File: src/rtl/pwm5_pkg.sv
package pwm5_pkg;

    // carrier counter direction
    typedef enum logic {
        CAR_RISE,
        CAR_FALL
    } car_state_e;

    // dead-time stage state
    typedef enum logic {
        DT_PASS,
        DT_GAP
    } dt_state_e;

    // one complementary switch pair
    typedef struct packed {
        logic hi;
        logic lo;
    } pair_t;

    localparam int unsigned NUM_BANDS = 4;
    localparam int unsigned NUM_PAIRS = 3;

endpackage

File: src/rtl/pwm5_carrier.sv
module pwm5_carrier
    import pwm5_pkg::*;
#(
    parameter int unsigned CW = 8
) (
    input  logic          clk,
    input  logic          rst,
    input  logic [CW-1:0] period_i,
    output logic [CW-1:0] cnt_o,
    output logic          zsel_o
);

    car_state_e    st_q, st_d;
    logic [CW-1:0] cnt_q, cnt_d;
    logic          zsel_q, zsel_d;

    always_ff @(posedge clk) begin
        if (rst) begin
            st_q   <= CAR_RISE;
            cnt_q  <= '0;
            zsel_q <= 1'b0;
        end else begin
            st_q   <= st_d;
            cnt_q  <= cnt_d;
            zsel_q <= zsel_d;
        end
    end

    always_comb begin
        st_d   = st_q;
        cnt_d  = cnt_q;
        zsel_d = zsel_q;
        if (period_i == '0) begin
            st_d  = CAR_RISE;
            cnt_d = '0;
        end else begin
            unique case (st_q)
                CAR_RISE: begin
                    if (cnt_q < period_i) begin
                        cnt_d = cnt_q + 1'b1;
                    end else begin
                        cnt_d = cnt_q - 1'b1;
                        st_d  = CAR_FALL;
                    end
                end
                CAR_FALL: begin
                    if (cnt_q != '0) begin
                        cnt_d = cnt_q - 1'b1;
                    end else begin
                        cnt_d  = cnt_q + 1'b1;
                        st_d   = CAR_RISE;
                        zsel_d = ~zsel_q;
                    end
                end
                default: st_d = CAR_RISE;
            endcase
        end
    end

    assign cnt_o  = cnt_q;
    assign zsel_o = zsel_q;

    // rising count advances by one
    a_r1_rise_step: assert property (@(posedge clk) disable iff (rst)
        (st_q == CAR_RISE && period_i != '0 && cnt_q < period_i) |=> (cnt_q == $past(cnt_q) + 1'b1));

    // zero peak parks the carrier
    a_r1_idle_hold: assert property (@(posedge clk) disable iff (rst)
        (period_i == '0) |=> (cnt_q == '0));

    // selector flips at the bottom turn
    a_r6_zero_flip: assert property (@(posedge clk) disable iff (rst)
        (st_q == CAR_FALL && cnt_q == '0 && period_i != '0) |=> (zsel_q != $past(zsel_q)));

endmodule

File: src/rtl/pwm5_level.sv
module pwm5_level
    import pwm5_pkg::*;
#(
    parameter int unsigned CW = 8,
    parameter int unsigned RW = CW + 2
) (
    input  logic                 clk,
    input  logic                 rst,
    input  logic signed [RW-1:0] sample_i,
    input  logic        [CW-1:0] cnt_i,
    input  logic        [CW-1:0] period_i,
    output logic signed [2:0]    level_o
);

    localparam int unsigned EW = RW + 2;

    logic signed [EW-1:0] ref_ext, per_ext, per2, car_ext;
    logic [NUM_BANDS-1:0] hits;
    logic [2:0]           sum;
    logic signed [2:0]    level_q;

    assign ref_ext = EW'(sample_i);
    assign per_ext = EW'(period_i);
    assign car_ext = EW'(cnt_i);
    assign per2    = per_ext <<< 1;

    // shift the sample into each band, compare with the shared carrier
    for (genvar k = 0; k < NUM_BANDS; k++) begin : g_band
        logic signed [EW-1:0] shifted;
        if (k == 0) begin : g_b0
            assign shifted = ref_ext + per2;
        end else if (k == 1) begin : g_b1
            assign shifted = ref_ext + per_ext;
        end else if (k == 2) begin : g_b2
            assign shifted = ref_ext;
        end else begin : g_b3
            assign shifted = ref_ext - per_ext;
        end
        assign hits[k] = (shifted > car_ext);
    end

    always_comb begin
        sum = '0;
        for (int k = 0; k < NUM_BANDS; k++) begin
            sum = sum + {2'b00, hits[k]};
        end
    end

    always_ff @(posedge clk) begin
        if (rst) level_q <= '0;
        else     level_q <= signed'(sum - 3'd2);
    end

    assign level_o = level_q;

    // level stays inside the five codes
    a_r2_level_range: assert property (@(posedge clk) disable iff (rst)
        (level_q >= -3'sd2) && (level_q <= 3'sd2));

    // saturation above the top band
    a_r3_top_sat: assert property (@(posedge clk) disable iff (rst)
        (ref_ext > per2 && car_ext <= per_ext) |=> (level_q == 3'sd2));

    // saturation below the bottom band
    a_r3_bottom_sat: assert property (@(posedge clk) disable iff (rst)
        (ref_ext <= -per2) |=> (level_q == -3'sd2));

endmodule

File: src/rtl/pwm5_deadtime.sv
module pwm5_deadtime
    import pwm5_pkg::*;
#(
    parameter int unsigned DEAD = 2
) (
    input  logic  clk,
    input  logic  rst,
    input  pair_t cmd_i,
    output pair_t drv_o
);

    localparam int unsigned DW = (DEAD < 2) ? 1 : $clog2(DEAD + 1);

    dt_state_e     st_q, st_d;
    pair_t         app_q, app_d;
    pair_t         out_q, out_d;
    logic [DW-1:0] gap_q, gap_d;

    always_ff @(posedge clk) begin
        if (rst) begin
            st_q  <= DT_PASS;
            app_q <= '0;
            out_q <= '0;
            gap_q <= '0;
        end else begin
            st_q  <= st_d;
            app_q <= app_d;
            out_q <= out_d;
            gap_q <= gap_d;
        end
    end

    always_comb begin
        st_d  = st_q;
        app_d = app_q;
        out_d = out_q;
        gap_d = gap_q;
        unique case (st_q)
            DT_PASS: begin
                if (cmd_i != app_q) begin
                    app_d = cmd_i;
                    if (DEAD == 0) begin
                        out_d = cmd_i;
                    end else begin
                        st_d  = DT_GAP;
                        gap_d = DW'(DEAD);
                        out_d = '0;
                    end
                end else begin
                    out_d = app_q;
                end
            end
            DT_GAP: begin
                if (cmd_i != app_q) begin
                    app_d = cmd_i;
                    gap_d = DW'(DEAD);
                end else if (gap_q == DW'(1)) begin
                    st_d  = DT_PASS;
                    out_d = app_q;
                end else begin
                    gap_d = gap_q - 1'b1;
                end
            end
            default: st_d = DT_PASS;
        endcase
    end

    assign drv_o = out_q;

    // never both switches of a pair on
    a_r7_no_overlap: assert property (@(posedge clk) disable iff (rst)
        !(out_q.hi && out_q.lo));

    // upper switch turns on only after the lower one was off
    a_r7_break_hi: assert property (@(posedge clk) disable iff (rst)
        (DEAD > 0 && $rose(out_q.hi)) |-> !$past(out_q.lo));

    // lower switch turns on only after the upper one was off
    a_r7_break_lo: assert property (@(posedge clk) disable iff (rst)
        (DEAD > 0 && $rose(out_q.lo)) |-> !$past(out_q.hi));

    // gap state drives the pair idle
    a_r7_gap_idle: assert property (@(posedge clk) disable iff (rst)
        (st_q == DT_GAP) |-> (out_q == '0));

endmodule

File: src/rtl/fivelvl_pwm_decoder.sv
module fivelvl_pwm_decoder
    import pwm5_pkg::*;
#(
    parameter int unsigned CW   = 8,
    parameter int unsigned DEAD = 2
) (
    input  logic                 clk,
    input  logic                 rst,
    input  logic [CW-1:0]        period_i,
    input  logic signed [CW+1:0] sample_i,
    output logic signed [2:0]    level_o,
    output logic                 cap_series_o,
    output logic                 cap_parallel_o,
    output logic                 leg_a_hi_o,
    output logic                 leg_a_lo_o,
    output logic                 leg_b_hi_o,
    output logic                 leg_b_lo_o
);

    localparam int unsigned RW = CW + 2;

    logic [CW-1:0]     cnt;
    logic              zsel;
    logic signed [2:0] lvl;
    pair_t             cmd [NUM_PAIRS];
    pair_t             drv [NUM_PAIRS];

    pwm5_carrier #(.CW(CW)) u_carrier (
        .clk      (clk),
        .rst      (rst),
        .period_i (period_i),
        .cnt_o    (cnt),
        .zsel_o   (zsel)
    );

    pwm5_level #(.CW(CW), .RW(RW)) u_level (
        .clk      (clk),
        .rst      (rst),
        .sample_i (sample_i),
        .cnt_i    (cnt),
        .period_i (period_i),
        .level_o  (lvl)
    );

    // level to pair commands: 0 capacitor, 1 leg A, 2 leg B
    always_comb begin
        cmd[0] = '{hi: 1'b0, lo: 1'b1};
        cmd[1] = '0;
        cmd[2] = '0;
        unique case (lvl)
            3'sd2: begin
                cmd[0] = '{hi: 1'b1, lo: 1'b0};
                cmd[1] = '{hi: 1'b1, lo: 1'b0};
                cmd[2] = '{hi: 1'b0, lo: 1'b1};
            end
            3'sd1: begin
                cmd[1] = '{hi: 1'b1, lo: 1'b0};
                cmd[2] = '{hi: 1'b0, lo: 1'b1};
            end
            3'sd0: begin
                cmd[1] = zsel ? '{hi: 1'b0, lo: 1'b1} : '{hi: 1'b1, lo: 1'b0};
            end
            -3'sd1: begin
                cmd[1] = '{hi: 1'b0, lo: 1'b1};
                cmd[2] = '{hi: 1'b1, lo: 1'b0};
            end
            -3'sd2: begin
                cmd[0] = '{hi: 1'b1, lo: 1'b0};
                cmd[1] = '{hi: 1'b0, lo: 1'b1};
                cmd[2] = '{hi: 1'b1, lo: 1'b0};
            end
            default: begin
                cmd[1] = '0;
                cmd[2] = '0;
            end
        endcase
    end

    for (genvar p = 0; p < NUM_PAIRS; p++) begin : g_pair
        pwm5_deadtime #(.DEAD(DEAD)) u_dt (
            .clk   (clk),
            .rst   (rst),
            .cmd_i (cmd[p]),
            .drv_o (drv[p])
        );
    end

    assign level_o        = lvl;
    assign cap_series_o   = drv[0].hi;
    assign cap_parallel_o = drv[0].lo;
    assign leg_a_hi_o     = drv[1].hi;
    assign leg_a_lo_o     = drv[1].lo;
    assign leg_b_hi_o     = drv[2].hi;
    assign leg_b_lo_o     = drv[2].lo;

    // reset clears level and gates on the following cycle
    a_r8_reset_idle: assert property (@(posedge clk)
        $past(rst) |-> (lvl == 3'sd0 && !cap_series_o && !cap_parallel_o &&
                        !leg_a_hi_o && !leg_a_lo_o && !leg_b_hi_o && !leg_b_lo_o));

endmodule

File: config.mk
export PLATFORM = sky130hd
export DESIGN_NAME = fivelvl_pwm_decoder
export DESIGN_NICKNAME = d
export VERILOG_FILES = /design/src/rtl/pwm5_pkg.sv /design/src/rtl/pwm5_carrier.sv /design/src/rtl/pwm5_level.sv /design/src/rtl/pwm5_deadtime.sv /design/src/rtl/fivelvl_pwm_decoder.sv
export SDC_FILE = /design/constraint.sdc
export NUM_CORES = 1
export LEC_CHECK = 0
export BUFFER_PORTS_ARGS = -buffer_cell sky130_fd_sc_hd__buf_2
export CAP_MARGIN = 0
export CELL_PAD_IN_SITES_DETAIL_PLACEMENT = 0
export CELL_PAD_IN_SITES_GLOBAL_PLACEMENT = 1
export CORE_MARGIN = 2
export CORE_UTILIZATION = 50
export DETAILED_ROUTE_END_ITERATION = 12
export GPL_TIMING_DRIVEN = 0
export PLACE_DENSITY = 0.95
export REMOVE_ABC_BUFFERS = 1
export SLEW_MARGIN = 10
export SYNTH_ARGS = -nofsm -noshare
export SYNTH_HDL_FRONTEND = slang
export SYNTH_SLANG_ARGS = --single-unit
File: constraint.sdc
create_clock -name clk -period 10.14 [get_ports clk]
set_input_delay 0.507 -clock clk [delete_from_list [all_inputs] [get_ports clk]]
set_output_delay 0.507 -clock clk [all_outputs]
set_load 0.1 [all_outputs]
Word-level counts from Yosys, hierarchy flattened
Cells that the tools add are included.

Muxes and demuxes: 49. Add/sub/neg operators: 12. Bitwise operators: 7. $lt $le $gt $ge: 5. Eq/ne operators: 22. Reductions and logical operators: 14.

Operators by type and width (count): $mux 2 (23); $gt 12x9->1 (3); $pmux 2 s2 (7); $mux 8 (2); $pmux 8 s2 (1); $ne 2x2->1 const B (6); $reduce_and 2->1 (6); $add 10x10->11 (1); $add 10x9->11 (1); $mux 1 (11); $sub 10x9->11 (1); $gt 10x9->1 (1); $ne 3x3->1 const B (3); $add 8x1->8 const B (1); $logic_not 8->1 (1); $lt 8x8->1 (1); $pmux 1 s2 (4); $reduce_bool 8->1 (1); $reduce_or 2->1 (4); $sub 8x1->8 const B (1); $not 1->1 (7); $add 3x1->3 (2); $eq 2x1->1 const B (3); $eq 3x3->1 const B (2); 10 further kinds (16).

Input port bits: 20. Register bits after elaboration: 34.

Logic depth before layout (Yosys ltp)
Gate-level depths: netlist of the first run.

Depth after elaboration: 6. Mapped depth: 21. Mapped depth without buffers: 20.

Cells and area by module
Synthesis of the first run repeated with hierarchy kept, for this count alone.

Cells, all modules: 465. Area total of the unflattened synthesis: 3912.5 sq um.

By module, submodules not included: pwm5_level (cells each 256, times used 1, area each 2006.9 sq um); pwm5_deadtime (cells each 27, times used 3, area each 314.1 sq um); pwm5_carrier (cells each 119, times used 1, area each 898.4 sq um); fivelvl_pwm_decoder (cells each 9, times used 1, area each 65.1 sq um).

Least setup slack after synthesis of the first run
No wires, ideal clock.

Path kind: input port to flip-flop. Start point: input period_i[2]. End point: register u_level.level_q[1] (netlist: u_level.level_o[1]). Setup time: 0.067 ns. Cell stages on the path: 21. Arrival time: 4.075 ns. Slack: 5.999 ns. Path buffers: 1. Cell sequence: inv_1 -> ha_1 -> buf_2 -> inv_1 -> a221oi_1 -> nor2_1 -> nor2_1 -> o21ai_0 -> xnor2_1 -> ha_1 -> o21ai_0 -> nor2_1 -> o41a_1 -> o31ai_1 -> a21oi_1 -> o221a_2 -> ha_1 -> fa_1 -> inv_1 -> ha_1 -> nor2_1.

Cells in the longest elaborated chain, start to end: 6. Elaborated cells between the ends (all ways): 10.

RTL lines: start, declared (line fivelvl_pwm_decoder.sv:9) `input logic [CW-1:0] period_i,`; $add 10x10->11 or $add 10x9->11 (tied branches) (line pwm5_level.sv:31, pwm5_level.sv:33); $gt 12x9->1 (line pwm5_level.sv:39) `assign hits[k] = (shifted > car_ext);`; $add 1x1->2 (line pwm5_level.sv:45) `sum = sum + {2'b00, hits[k]};`; $add 3x1->3 (line pwm5_level.sv:45); $add 3x1->3 (*) (line pwm5_level.sv:45); $sub 3x2->3 (*) (line pwm5_level.sv:51) `else level_q <= signed'(sum - 3'd2);`; end signal, assigned (line pwm5_level.sv:51); end, declared (line pwm5_level.sv:20) `logic signed [2:0] level_q;`.

Every way passes the cells marked *; elsewhere a longest branch is shown, timed or not. A chain may end at the register's enable or synchronous reset.

Worst setup path after layout of the first run
Same ends and word-level chain as after synthesis.

==> insert_results.sql, run 1 <==
INSERT INTO impl_metrics (metric_group, metric, value, unit) VALUES
('floorplanning', 'fp-row-count', '31', ''),
('synth', 'yosysWarningCount', '0', ''),
('pwr', 'max-vdd-ir-drop', '0.08044', 'mV'),
('setup_path', 'worstSetupEndpointType', 'register', ''),
('grt', 'total_global_routing_track_utilization', '0.2058', ''),
('sta', 'finalCriticalPeriod', '4449', 'ps'),
('setup_path', 'crit_family', 'compound AO/OA/AOI/OAI gates', ''),
('clock_network', 'tritoncts', 'yes', ''),
('worst_hold_path', 'hold_path.class', 'register to register', ''),
('status', 'outcome', 'complete, no violations', ''),
('synth', 'yosys-top-cells-count', '70 x sky130_fd_sc_hd__ha_1, 39 x sky130_fd_sc_hd__nor2_1, 35 x sky130_fd_sc_hd__a21oi_1, 35 x sky130_fd_sc_hd__inv_1, 34 x sky130_fd_sc_hd__dfxtp_1', ''),
('clock_network', 'post_cts_resize_count', '0', ''),
('drt', 'drc', '0', ''),
('sta', 'finalHoldViolCount', '0', ''),
('final_layout', 'layout-area-overhead-vs-synth', '8.802', '%'),
('floorplanning', 'core_area', '7137', 'um^2'),
('run', 'maxCapViolations', '0', ''),
('grt', 'vias_in_the_first_global_route', '2892', ''),
('floorplanning', 'floorplan.die.width', '89.15', 'um'),
('synth', 'yosys-mux-area-fraction', '0.008630', ''),
('floorplanning', 'start_util', '0.5079', ''),
('setup_path', 'timing.critical_path.fanout_max', '7', ''),
('synth', 'netlist_top_cells_area', 'sky130_fd_sc_hd__ha_1 24%, sky130_fd_sc_hd__dfxtp_1 19%, sky130_fd_sc_hd__a21oi_1 4.8%, sky130_fd_sc_hd__nor2_1 4.0%, sky130_fd_sc_hd__xnor2_1 3.9%', ''),
('synth', 'synthesis.area', '3625', 'um^2'),
('drt', 'drt-vias-per-instance', '5.638', ''),
('setup_path', 'timing.critical_path.from_type', 'input port', ''),
('worst_hold_path', 'worst_hold_path.num_cells', '2', ''),
('final_layout', 'layout_cells_sized_above_1', '0.1128', ''),
('synth', 'synth-compound-area-share', '0.2199', ''),
('synth', 'synth_top_area_frac', '0.2416', ''),
('clock_network', 'htreeDepth', '2', ''),
('drt', 'routed_wl', '7.733', 'mm'),
('sta', 'max-slew-margin-rel', '0.3736', ''),
('grt', 'grt_antenna_before_repair', '0', ''),
('clock_network', 'cts_setup_buffers', '0', ''),
('setup_path', 'r2r.worst_path.cells', '13', ''),
('synth', 'ys_types', '63', ''),
('drt', 'ant_nets', '0', ''),
('placed_design', 'place.detailed.hpwl', '6.345', 'mm'),
('drt', 'detail_route.wl_per_cell', '13.81', 'um'),
('grt', 'grt_start_max_net_pins', '23', ''),
('final_layout', 'finalNetCount', '555', ''),
('synth', 'synth-seq-cells', '34', ''),
('sta', 'max_frequency', '0.2248', 'GHz'),
('sta', 'timing_worst_slew_pin_value', '939.6', 'ps'),
('setup_path', 'critical_path_depth', '21', ''),
('synth', 'synth_top_flop_cell', 'sky130_fd_sc_hd__dfxtp_1', ''),
('setup_path', 'critical_path_class', 'input port to register', ''),
('grt', 'global_route_total_overflow', '0', ''),
('floorplanning', 'dieHeight', '89.15', 'um'),
('clock_network', 'cts.clk_slew.worst_paths', '70', 'ps'),
('final_layout', 'antenna_cells_inserted', '0', ''),
('clock_network', 'cts.root.buffer_cell', 'sky130_fd_sc_hd__clkbuf_8', ''),
('synth', 'synth-edff-count', '0', ''),
('clock_network', 'clock_sink_count', '34', ''),
('sta', 'grt_setup_unrepaired', 'false', ''),
('synth', 'synthAdderAreaFrac', '0.2637', ''),
('synth', 'yosysSeqAreaShare', '0.1878', ''),
('setup_path', 'cp.required', '10360', 'ps'),
('placed_design', 'port_buffers', '28', ''),
('synth', 'yosysMostFrequentCell', 'sky130_fd_sc_hd__ha_1', ''),
('clock_network', 'latest_clock_arrival_within_the_worst_skew_pair', '280', 'ps'),
('synth', 'synthesized_area_fraction_occupied_by_and_or_nand_nor_cells', '0.2123', ''),
('clock_network', 'cts_buffer_depth', '2', ''),
('placed_design', 'gp_congestion', '0.8448', ''),
('sta', 'fin_tns_setup', '0', 'ps'),
('grt', 'grt_pass1_wl', '13.04', 'mm'),
('floorplanning', 'total_i_o_pin_count', '29', ''),
('synth', 'avgSynthCellArea', '8.295', 'um^2'),
('synth', 'netlist.top_cell.by_area', 'sky130_fd_sc_hd__ha_1', ''),
('synth', 'synth_xor_area_frac', '0.05557', '');
## layer usage
layer	global-route usage	part of all wire	up-vias
li1	-	-	1642
met1	0.2642	0.48	1451
met2	0.3609	0.47	49
met3	0.02493	0.024	15
met4	0.06106	0.022	0
met5	0	0	-
## through the flow
stage / cell area, um^2 / power (mW) / std cells / utilization / hold WS [ps]
2_1_floorplan: 3567 / 0.6267 / 426 / - / 456.0
3_3_place_gp: 3831 / 0.7235 / 553 / 0.5368 / 483.4
3_5_place_dp: 3831 / 0.7416 / 553 / 0.5368 / 496.6
4_1_cts: 3944 / 0.8717 / 560 / 0.5526 / 508.4
5_1_grt: 3944 / 0.9540 / 560 / 0.5526 / 534.1
6_report: 3944 / 0.8701 / 560 / 0.5526 / 504.5
## worst min-delay path, stage by stage, from the launching register on
cell and delay (ps):
sky130_fd_sc_hd__dfxtp_1 330, sky130_fd_sc_hd__nand3b_1 80, sky130_fd_sc_hd__a21oi_1 60
## where the power goes
group	leakage (nW)	internal [mW]	switching, mW
Sequential	0.280	0.172	0.0494
Clock	0.0573	0.0786	0.0473
Combinational	1.41	0.206	0.316
## cell type report
cell class / count / area [um^2]
timing repair buffer: 28 / 140.1
clock inverter: 1 / 30.03
multi-input combinational: 357 / 2755
fill: 694 / 3193
sequential: 34 / 680.7
inverter: 35 / 131.4
clock buffer: 6 / 82.58
tap: 99 / 123.9
## cell families (layout without fill, tap and decap cells)
group                      Yosys count  in the layout
AOI/OAI and AO/OA                  113            113
buffers and inverters               46             70
xor gates and xnor gates            23             23
adders and majority gates           74             74
muxes                                3              3
DFF                                 34             34
and+or+nand+nor                    144            144
## sequential cells by signal, indices dropped and copies added (netlist names)
signal             flops
g_pair.u_dt.st_q       3
g_pair.u_dt.gap_q      6
g_pair.u_dt.drv_o      6
u_level.level_o        3
u_carrier.zsel_o       1
g_pair.u_dt.app_q      6
u_carrier.cnt_o        8
u_carrier.st_q         1
## worst paths after layout
kind / start / endpoint / slack, ps
worst max-delay path: period_i[2] / u_level.level_o[1] / 5690
worst max register to register: u_carrier.cnt_o[3] / u_level.level_o[1] / 6570
worst min-delay path: g_pair[2].u_dt.app_q[1] / g_pair[2].u_dt.drv_o[1] / 500
worst min register to register: g_pair[2].u_dt.app_q[1] / g_pair[2].u_dt.drv_o[1] / 500
## layout by cell type (no fill, tap or decap), types with 7 or more instances in the layout
master                     instances
sky130_fd_sc_hd__xnor2_1          16
sky130_fd_sc_hd__nor2b_1          14
sky130_fd_sc_hd__nand2_1          22
sky130_fd_sc_hd__a21oi_1          35
sky130_fd_sc_hd__nand2b_1         11
sky130_fd_sc_hd__ha_1             70
sky130_fd_sc_hd__buf_2            28
sky130_fd_sc_hd__nor2_1           39
sky130_fd_sc_hd__nor3_1           15
sky130_fd_sc_hd__dfxtp_1          34
sky130_fd_sc_hd__nand4_1          10
sky130_fd_sc_hd__xor2_1            7
sky130_fd_sc_hd__o21ai_0          15
sky130_fd_sc_hd__inv_1            35
Note: power is estimated with default switching activity, not from simulation.
==> run 2, diff against run 1 <==
--- a/config.mk
+++ b/config.mk
@@ -10,10 +10,10 @@
 export CELL_PAD_IN_SITES_DETAIL_PLACEMENT = 0
 export CELL_PAD_IN_SITES_GLOBAL_PLACEMENT = 1
 export CORE_MARGIN = 2
-export CORE_UTILIZATION = 50
+export CORE_UTILIZATION = 42
 export DETAILED_ROUTE_END_ITERATION = 12
 export GPL_TIMING_DRIVEN = 0
-export PLACE_DENSITY = 0.95
+export PLACE_DENSITY = 0.88
 export REMOVE_ABC_BUFFERS = 1
 export SLEW_MARGIN = 10
 export SYNTH_ARGS = -nofsm -noshare
==> constraint.sdc (replaced) <==
create_clock -name clk -period 3.7 [get_ports clk]
set_input_delay 0.185 -clock clk [delete_from_list [all_inputs] [get_ports clk]]
set_output_delay 0.185 -clock clk [all_outputs]
set_load 0.1 [all_outputs]
==> run 2 against run 1 <==
Net effect:
- non-clock buffer count up 6
- flip-flop and latch count unchanged
- critical path type unchanged
- register-to-register slack worse by 6200 ps
- first-iteration DRC count down 42%
- clock-buffer cell count unchanged
==> insert_results.sql, run 2 (same netlist as run 1, synthesis figures left out) <==
INSERT INTO impl_metrics (metric_group, metric, value, unit) VALUES
('status', 'outcome', 'complete, no violations', ''),
('clock_network', 'latest_clock_arrival_within_the_worst_skew_pair', '290', 'ps'),
('setup_path', 'worstSetupEndpointType', 'register', ''),
('grt', 'global_route_total_overflow', '0', ''),
('floorplanning', 'total_i_o_pin_count', '29', ''),
('setup_path', 'cp.required', '3930', 'ps'),
('setup_path', 'path_buf_inv', '4', ''),
('setup_path', 'crit_family', 'adder cells', ''),
('drt', 'detailedRoute.firstPassIterationCount', '4', ''),
('placed_design', 'place.detailed.hpwl', '6.648', 'mm'),
('drt', 'detail_route.wl_per_cell', '14.88', 'um'),
('clock_network', 'cts_hold_buf', '0', ''),
('pwr', 'pwr_density_cell', '581.2', 'nW/um^2'),
('clock_network', 'tritoncts', 'yes', ''),
('drt', 'drc', '0', ''),
('pwr', 'leakage_power_of_the_design', '1.782', 'nW'),
('sta', 'finalSetupViolCount', '0', ''),
('sta', 'smallest_hold_slack', '297.3', 'ps'),
('placed_design', 'port_buffers', '28', ''),
('setup_path', 'timing.critical_path.fanout_max', '6', ''),
('clock_network', 'cts.clk_slew.worst_paths', '70', 'ps'),
('setup_path', 'timing.critical_path.from_type', 'input port', ''),
('final_layout', 'final_common_cell', 'sky130_fd_sc_hd__ha_1', ''),
('clock_network', 'htreeDepth', '2', ''),
('drt', 'drt-vias-per-instance', '5.756', ''),
('clock_network', 'cts_buffer_depth', '2', ''),
('setup_path', 'critical-path-max-stage-delay', '330', 'ps'),
('grt', 'grt_pass1_wl', '14.38', 'mm'),
('final_layout', 'finalNetCount', '561', ''),
('run', 'maxCapViolations', '0', ''),
('setup_path', 'crit_path_from', 'period_i[1]', ''),
('final_layout', 'antenna_cells_inserted', '0', ''),
('floorplanning', 'start_util', '0.4368', ''),
('setup_path', 'timing.critical_path.cells', 'buf_6, clkinvlp_4, ha_4, nor2_4, a221oi_4, buf_4, o221a_2, a21oi_1, nor2_1, xnor2_1, ha_1, nand4_1, o22a_1, o31ai_4, a21oi_1, o221a_2, ha_4, fa_2, inv_2, ha_1, nor2_1', ''),
('floorplanning', 'fp-row-count', '33', ''),
('setup_path', 'rr_startpoint', 'u_carrier.cnt_o[3]', ''),
('sta', 'slew_violations', '0', ''),
('drt', 'ant_nets', '0', ''),
('sta', 'fin_worst_skew', '5.814', 'ps'),
('sta', 'timing_worst_slew_pin_value', '927.7', 'ps'),
('sta', 'finalHoldViolCount', '0', ''),
('grt', 'vias_in_the_first_global_route', '3176', ''),
('placed_design', 'postPlaceCellArea', '3839', 'um^2'),
('drt', 'routed_wl', '8.529', 'mm'),
('sta', 'finalCritPeriodShare', '0.9607', ''),
('grt', 'grt_start_max_net_pins', '23', ''),
('grt', 'total_global_routing_track_utilization', '0.1817', ''),
('final_layout', 'largest_register_ff_count', '8', ''),
('final_layout', 'layout_cells_sized_above_1', '0.1923', ''),
('sta', 'max-slew-margin-rel', '0.3815', ''),
('floorplanning', 'die_outline_area', '9390', 'um^2'),
('setup_path', 'critical_path_class', 'input port to register', ''),
('setup_path', 'critical_path_depth', '21', ''),
('sta', 'max_frequency', '0.2813', 'GHz'),
('worst_hold_path', 'hold_path.class', 'input port to register', ''),
('floorplanning', 'dieHeight', '96.90', 'um'),
('floorplanning', 'floorplan.die.width', '96.90', 'um'),
('setup_path', 'r2r.worst_path.cells', '13', ''),
('floorplanning', 'core_area', '8299', 'um^2'),
('placed_design', 'gp_congestion', '0.9230', ''),
('worst_hold_path', 'worst_hold_path.num_cells', '2', ''),
('clock_network', 'cts_inserted_buffers', '5', ''),
('clock_network', 'cts.root.buffer_cell', 'sky130_fd_sc_hd__clkbuf_8', ''),
('clock_network', 'clock_sink_count', '34', ''),
('sta', 'finalCriticalPeriod', '3555', 'ps'),
('drt', 'vias', '3298', ''),
('final_layout', 'layout-area-overhead-vs-synth', '15.64', '%'),
('final_layout', 'finish.instance_area', '4192', 'um^2'),
('setup_path', 'cp.arrival', '3790', 'ps'),
('setup_path', 'slowest_stage', 'sky130_fd_sc_hd__o221a_2', ''),
('final_layout', 'most-common-layout-cells', '62 x sky130_fd_sc_hd__ha_1, 36 x sky130_fd_sc_hd__nor2_1, 34 x sky130_fd_sc_hd__dfxtp_1', ''),
('final_layout', 'num-fill-cells', '796', ''),
('grt', 'grt_antenna_before_repair', '0', ''),
('pwr', 'max-vdd-ir-drop', '0.1685', 'mV'),
('drt', 'drtIter0Drc', '70', ''),
('worst_hold_path', 'min_delay_startpoint', 'rst', '');
==> run 2: stage by stage <==
step	TNS [ps]	util	std cells	setup WS (ps)	power, mW
6_report	0	0.5051	573	145.3	2.436
5_1_grt	-3.316	0.5051	573	-3.316	2.670
4_1_cts	0	0.4874	569	21.93	2.376
3_5_place_dp	-1865	0.4625	559	-685.7	2.037
3_3_place_gp	-1749	0.4625	559	-650.3	1.980
2_1_floorplan	-106.8	-	426	-91.40	1.718
==> run 2: per-layer routing <==
metal,vias up,part of all wire,GRT usage,wire length (um)
li1,1655,-,-,-
met5,-,0,0,0
met1,1574,0.47,0.2336,4021
met3,18,0.022,0.01806,188
met2,51,0.48,0.3205,4113
met4,0,0.024,0.05417,206
==> run 2: final timing paths <==
| path | endpoint | slack (ps) |
|---|---|---|
| worst min-delay path | g_pair[2].u_dt.st_q | 300 |
| worst max-delay path | u_level.level_o[1] | 150 |
| worst min register to register | u_carrier.zsel_o | 500 |
| worst max register to register | u_level.level_o[1] | 370 |
==> run 2: final cells by class <==
type / count / area [um^2] / share of cell area
multi-input cells: 357 / 2949 / 0.7036
repair buffers: 34 / 200.2 / 0.04776
inverters: 35 / 135.1 / 0.03224
clock buffers: 6 / 82.58 / 0.01970
clock inverters: 2 / 12.51 / 0.002985
flip-flops and latches: 34 / 680.7 / 0.1624
well taps: 105 / 131.4 / 0.03134
==> run 2: power breakdown <==
group          leakage (nW)  total, mW  internal [mW]  switching, mW
clock network        0.0472      0.290          0.150          0.140
registers             0.280      0.609          0.472          0.137
logic                  1.45       1.54          0.614          0.924
==> run 2: what timing repair did <==
action / in CTS / in global routing
resized for setup: 18 / 28
buffers inserted: 2 / 4
endpoints found under the setup margin: 3 / 3
pin swaps: 12 / 28
cloned: 0 / 0
==> run 3, diff against run 2 <==
==> constraint.sdc (replaced) <==
create_clock -name clk -period 3.7 [get_ports clk]
set_input_delay 0.37 -clock clk [delete_from_list [all_inputs] [get_ports clk]]
set_output_delay 0.37 -clock clk [all_outputs]
set_load 0.1 [all_outputs]
==> run 3 against run 2 <==
Net effect:
- wire length is 0.97% higher
- non-clock buffer count grew 5
- sequential power is essentially flat
- core utilization is 1.9 points higher
- design area is 3.8% higher
- flip-flop and latch count unchanged
- critical path depth shrank 2
- clock power is essentially flat
- cell count rose by 0.87%
- combinational power about the same
==> insert_results.sql, run 3 (same netlist as run 1, synthesis figures left out) <==
INSERT INTO impl_metrics (metric_group, metric, value, unit) VALUES
('grt', 'grt_antenna_before_repair', '0', ''),
('pwr', 'netSwitchingFraction', '0.4890', ''),
('setup_path', 'r2r.worst_path.cells', '13', ''),
('drt', 'detail_route.wl_per_cell', '14.90', 'um'),
('final_layout', 'finalNetCount', '566', ''),
('pwr', 'p_int', '1.260', 'mW'),
('floorplanning', 'fp-row-count', '33', ''),
('sta', 'finalCriticalPeriod', '3628', 'ps'),
('final_layout', 'most-common-layout-cells', '61 x sky130_fd_sc_hd__ha_1, 35 x sky130_fd_sc_hd__nor2_1, 34 x sky130_fd_sc_hd__dfxtp_1', ''),
('sta', 'fin_worst_skew', '4.699', 'ps'),
('floorplanning', 'start_util', '0.4368', ''),
('grt', 'total_global_routing_track_utilization', '0.1810', ''),
('drt', 'routed_wl', '8.612', 'mm'),
('sta', 'timing_worst_slew_pin_value', '921.3', 'ps'),
('setup_path', 'r2r-end', 'u_level.level_o[1]', ''),
('placed_design', 'gp_congestion', '0.9230', ''),
('clock_network', 'tritoncts', 'yes', ''),
('clock_network', 'htreeDepth', '2', ''),
('grt', 'grt_pass1_wl', '14.36', 'mm'),
('pwr', 'p_sw', '1.206', 'mW'),
('sta', 'max-slew-margin-rel', '0.3858', ''),
('floorplanning', 'total_i_o_pin_count', '29', ''),
('setup_path', 'worstSetupEndpointType', 'register', ''),
('clock_network', 'cts_buffer_depth', '2', ''),
('setup_path', 'cp.required', '3930', 'ps'),
('worst_hold_path', 'hold_path.class', 'input port to register', ''),
('final_layout', 'antenna_cells_inserted', '0', ''),
('floorplanning', 'core_area', '8299', 'um^2'),
('placed_design', 'placedCellCount', '559', ''),
('sta', 'max_frequency', '0.2756', 'GHz'),
('setup_path', 'rr_startpoint', 'u_carrier.cnt_o[3]', ''),
('drt', 'drtIter0Drc', '99', ''),
('pwr', 'p_total', '2.465', 'mW'),
('worst_hold_path', 'worst_hold_path.num_cells', '2', ''),
('drt', 'drc', '0', ''),
('floorplanning', 'floorplan.die.width', '96.90', 'um'),
('pwr', 'leakage_power_of_the_design', '1.841', 'nW'),
('final_layout', 'layout-area-overhead-vs-synth', '19.99', '%'),
('sta', 'finalHoldViolCount', '0', ''),
('placed_design', 'place.detailed.hpwl', '6.648', 'mm'),
('placed_design', 'postPlaceCellArea', '3839', 'um^2'),
('setup_path', 'ff2ff_setup_slack', '400', 'ps'),
('worst_hold_path', 'min_delay_worst_endpoint', 'g_pair[1].u_dt.drv_o[1]', ''),
('worst_hold_path', 'min_delay_startpoint', 'rst', ''),
('drt', 'drt-vias-per-instance', '5.777', ''),
('floorplanning', 'dieHeight', '96.90', 'um'),
('final_layout', 'finish.instance_area', '4349', 'um^2'),
('setup_path', 'timing.critical_path.from_type', 'input port', ''),
('final_layout', 'largest_register_ff_count', '8', ''),
('final_layout', 'layout_cells_sized_above_1', '0.2178', ''),
('clock_network', 'clock_sink_count', '34', ''),
('floorplanning', 'die_outline_area', '9390', 'um^2'),
('sta', 'grt_setup_unrepaired', 'true', ''),
('setup_path', 'cp.arrival', '3860', 'ps'),
('clock_network', 'cts.clk_slew.worst_paths', '70', 'ps'),
('clock_network', 'cts.root.buffer_cell', 'sky130_fd_sc_hd__clkbuf_8', ''),
('clock_network', 'cts_inserted_buffers', '5', ''),
('final_layout', 'final-instance-count-excl-fill', '578', ''),
('sta', 'slew_violations', '0', ''),
('setup_path', 'timing.critical_path.fanout_max', '5', ''),
('placed_design', 'port_buffers', '28', ''),
('grt', 'grt_start_max_net_pins', '23', ''),
('drt', 'vias', '3339', ''),
('status', 'outcome', 'complete, no violations', ''),
('grt', 'global_route_total_overflow', '0', ''),
('pwr', 'share_of_power_burned_in_the_clock_network', '0.117', ''),
('pwr', 'power.share.combinational', '0.637', ''),
('drt', 'detailedRoute.firstPassIterationCount', '4', ''),
('drt', 'ant_nets', '0', ''),
('pwr', 'pwr_density_cell', '566.9', 'nW/um^2'),
('pwr', 'sequential_power_share', '0.247', ''),
('pwr', 'max-vdd-ir-drop', '0.1658', 'mV'),
('run', 'maxCapViolations', '0', ''),
('sta', 'finalSetupViolCount', '0', ''),
('final_layout', 'num-fill-cells', '773', ''),
('final_layout', 'fin_util', '0.5240', ''),
('clock_network', 'latest_clock_arrival_within_the_worst_skew_pair', '290', 'ps'),
('grt', 'vias_in_the_first_global_route', '3211', ''),
('setup_path', 'critical_path_class', 'input port to register', ''),
('final_layout', 'final_common_cell', 'sky130_fd_sc_hd__ha_1', ''),
('sta', 'finalCritPeriodShare', '0.9805', '');
## run 3: changes by cell type in the layout (fill, tap and decap cells not counted), moves of 2 or more
cell and change:
sky130_fd_sc_hd__ha_2 -3, sky130_fd_sc_hd__buf_12 +2, sky130_fd_sc_hd__inv_1 -2, sky130_fd_sc_hd__ha_4 +4
sky130_fd_sc_hd__nand2b_1 -2, sky130_fd_sc_hd__nand2b_4 +2, sky130_fd_sc_hd__buf_2 -3, sky130_fd_sc_hd__inv_4 +2
sky130_fd_sc_hd__buf_4 +5
## run 3: area by class of cell
cell class | count | area [um^2] | area share
clock buffers | 6 | 82.58 | 0.01899
clock inverters | 2 | 12.51 | 0.002877
inverters | 35 | 140.1 | 0.03222
multi-input cells | 357 | 3024 | 0.6953
flip-flops and latches | 34 | 680.7 | 0.1565
well taps | 105 | 131.4 | 0.03021
repair buffers | 39 | 277.8 | 0.06387
## run 3: per-stage QoR
step                      setup slack, ps  setup TNS, ps  hold WS [ps]
after global placement             -835.3          -2304         481.6
final                               72.19              0         484.5
after detailed placement           -870.7          -2420         491.0
after global routing               -91.64         -221.4         512.2
after CTS                          -27.89         -27.89         477.4
after floorplan                    -276.4         -628.1         436.7
## run 3: metal layers
metal,up-vias,wire length [um],GRT usage
met5,-,0,0
met4,0,208,0.06609
met3,18,199,0.02023
met2,53,4248,0.3130
met1,1596,3956,0.2316
li1,1672,-,-
## run 3: worst max-delay path by stage
stage                startpoint  slack, ps            endpoint  cells after the start
floorplan           period_i[2]       -280  u_level.level_o[1]                     20
global placement    period_i[2]       -840  u_level.level_o[1]                     21
detailed placement  period_i[2]       -870  u_level.level_o[1]                     21
CTS                 period_i[0]        -30  u_level.level_o[1]                     20
global route        period_i[1]        -90  u_level.level_o[1]                     19
finish              period_i[1]         70  u_level.level_o[1]                     19
## run 3: what timing repair did
action	4_1_cts	5_1_grt
pin swaps	23	31
setup buffers	5	6
endpoints found under the hold margin	0	0
gates resized for setup	31	42
hold buffers	0	0
setup endpoints to repair	3	3
## run 3: power by group through the flow
stage	clock, mW	combinational (mW)	sequential [mW]
after floorplan	0	0.996	0.721
after global placement	0	1.37	0.609
after detailed placement	0	1.42	0.614
after CTS	0.296	1.50	0.606
after global routing	0.310	1.77	0.631
final	0.288	1.57	0.608
## run 3: worst max-delay path, cell delays in order
cell and delay (ps):
sky130_fd_sc_hd__buf_12 90, sky130_fd_sc_hd__clkinvlp_4 130, sky130_fd_sc_hd__ha_4 310, sky130_fd_sc_hd__nor2_4 40, sky130_fd_sc_hd__a221oi_4 270, sky130_fd_sc_hd__buf_4 170
sky130_fd_sc_hd__xor2_1 160, sky130_fd_sc_hd__ha_1 270, sky130_fd_sc_hd__o21ai_0 80, sky130_fd_sc_hd__a21oi_1 80, sky130_fd_sc_hd__o41a_1 350, sky130_fd_sc_hd__o31ai_4 230
sky130_fd_sc_hd__a21oi_1 100, sky130_fd_sc_hd__o221a_2 310, sky130_fd_sc_hd__ha_4 220, sky130_fd_sc_hd__fa_2 350, sky130_fd_sc_hd__inv_2 70, sky130_fd_sc_hd__ha_4 190
sky130_fd_sc_hd__nor2_2 70
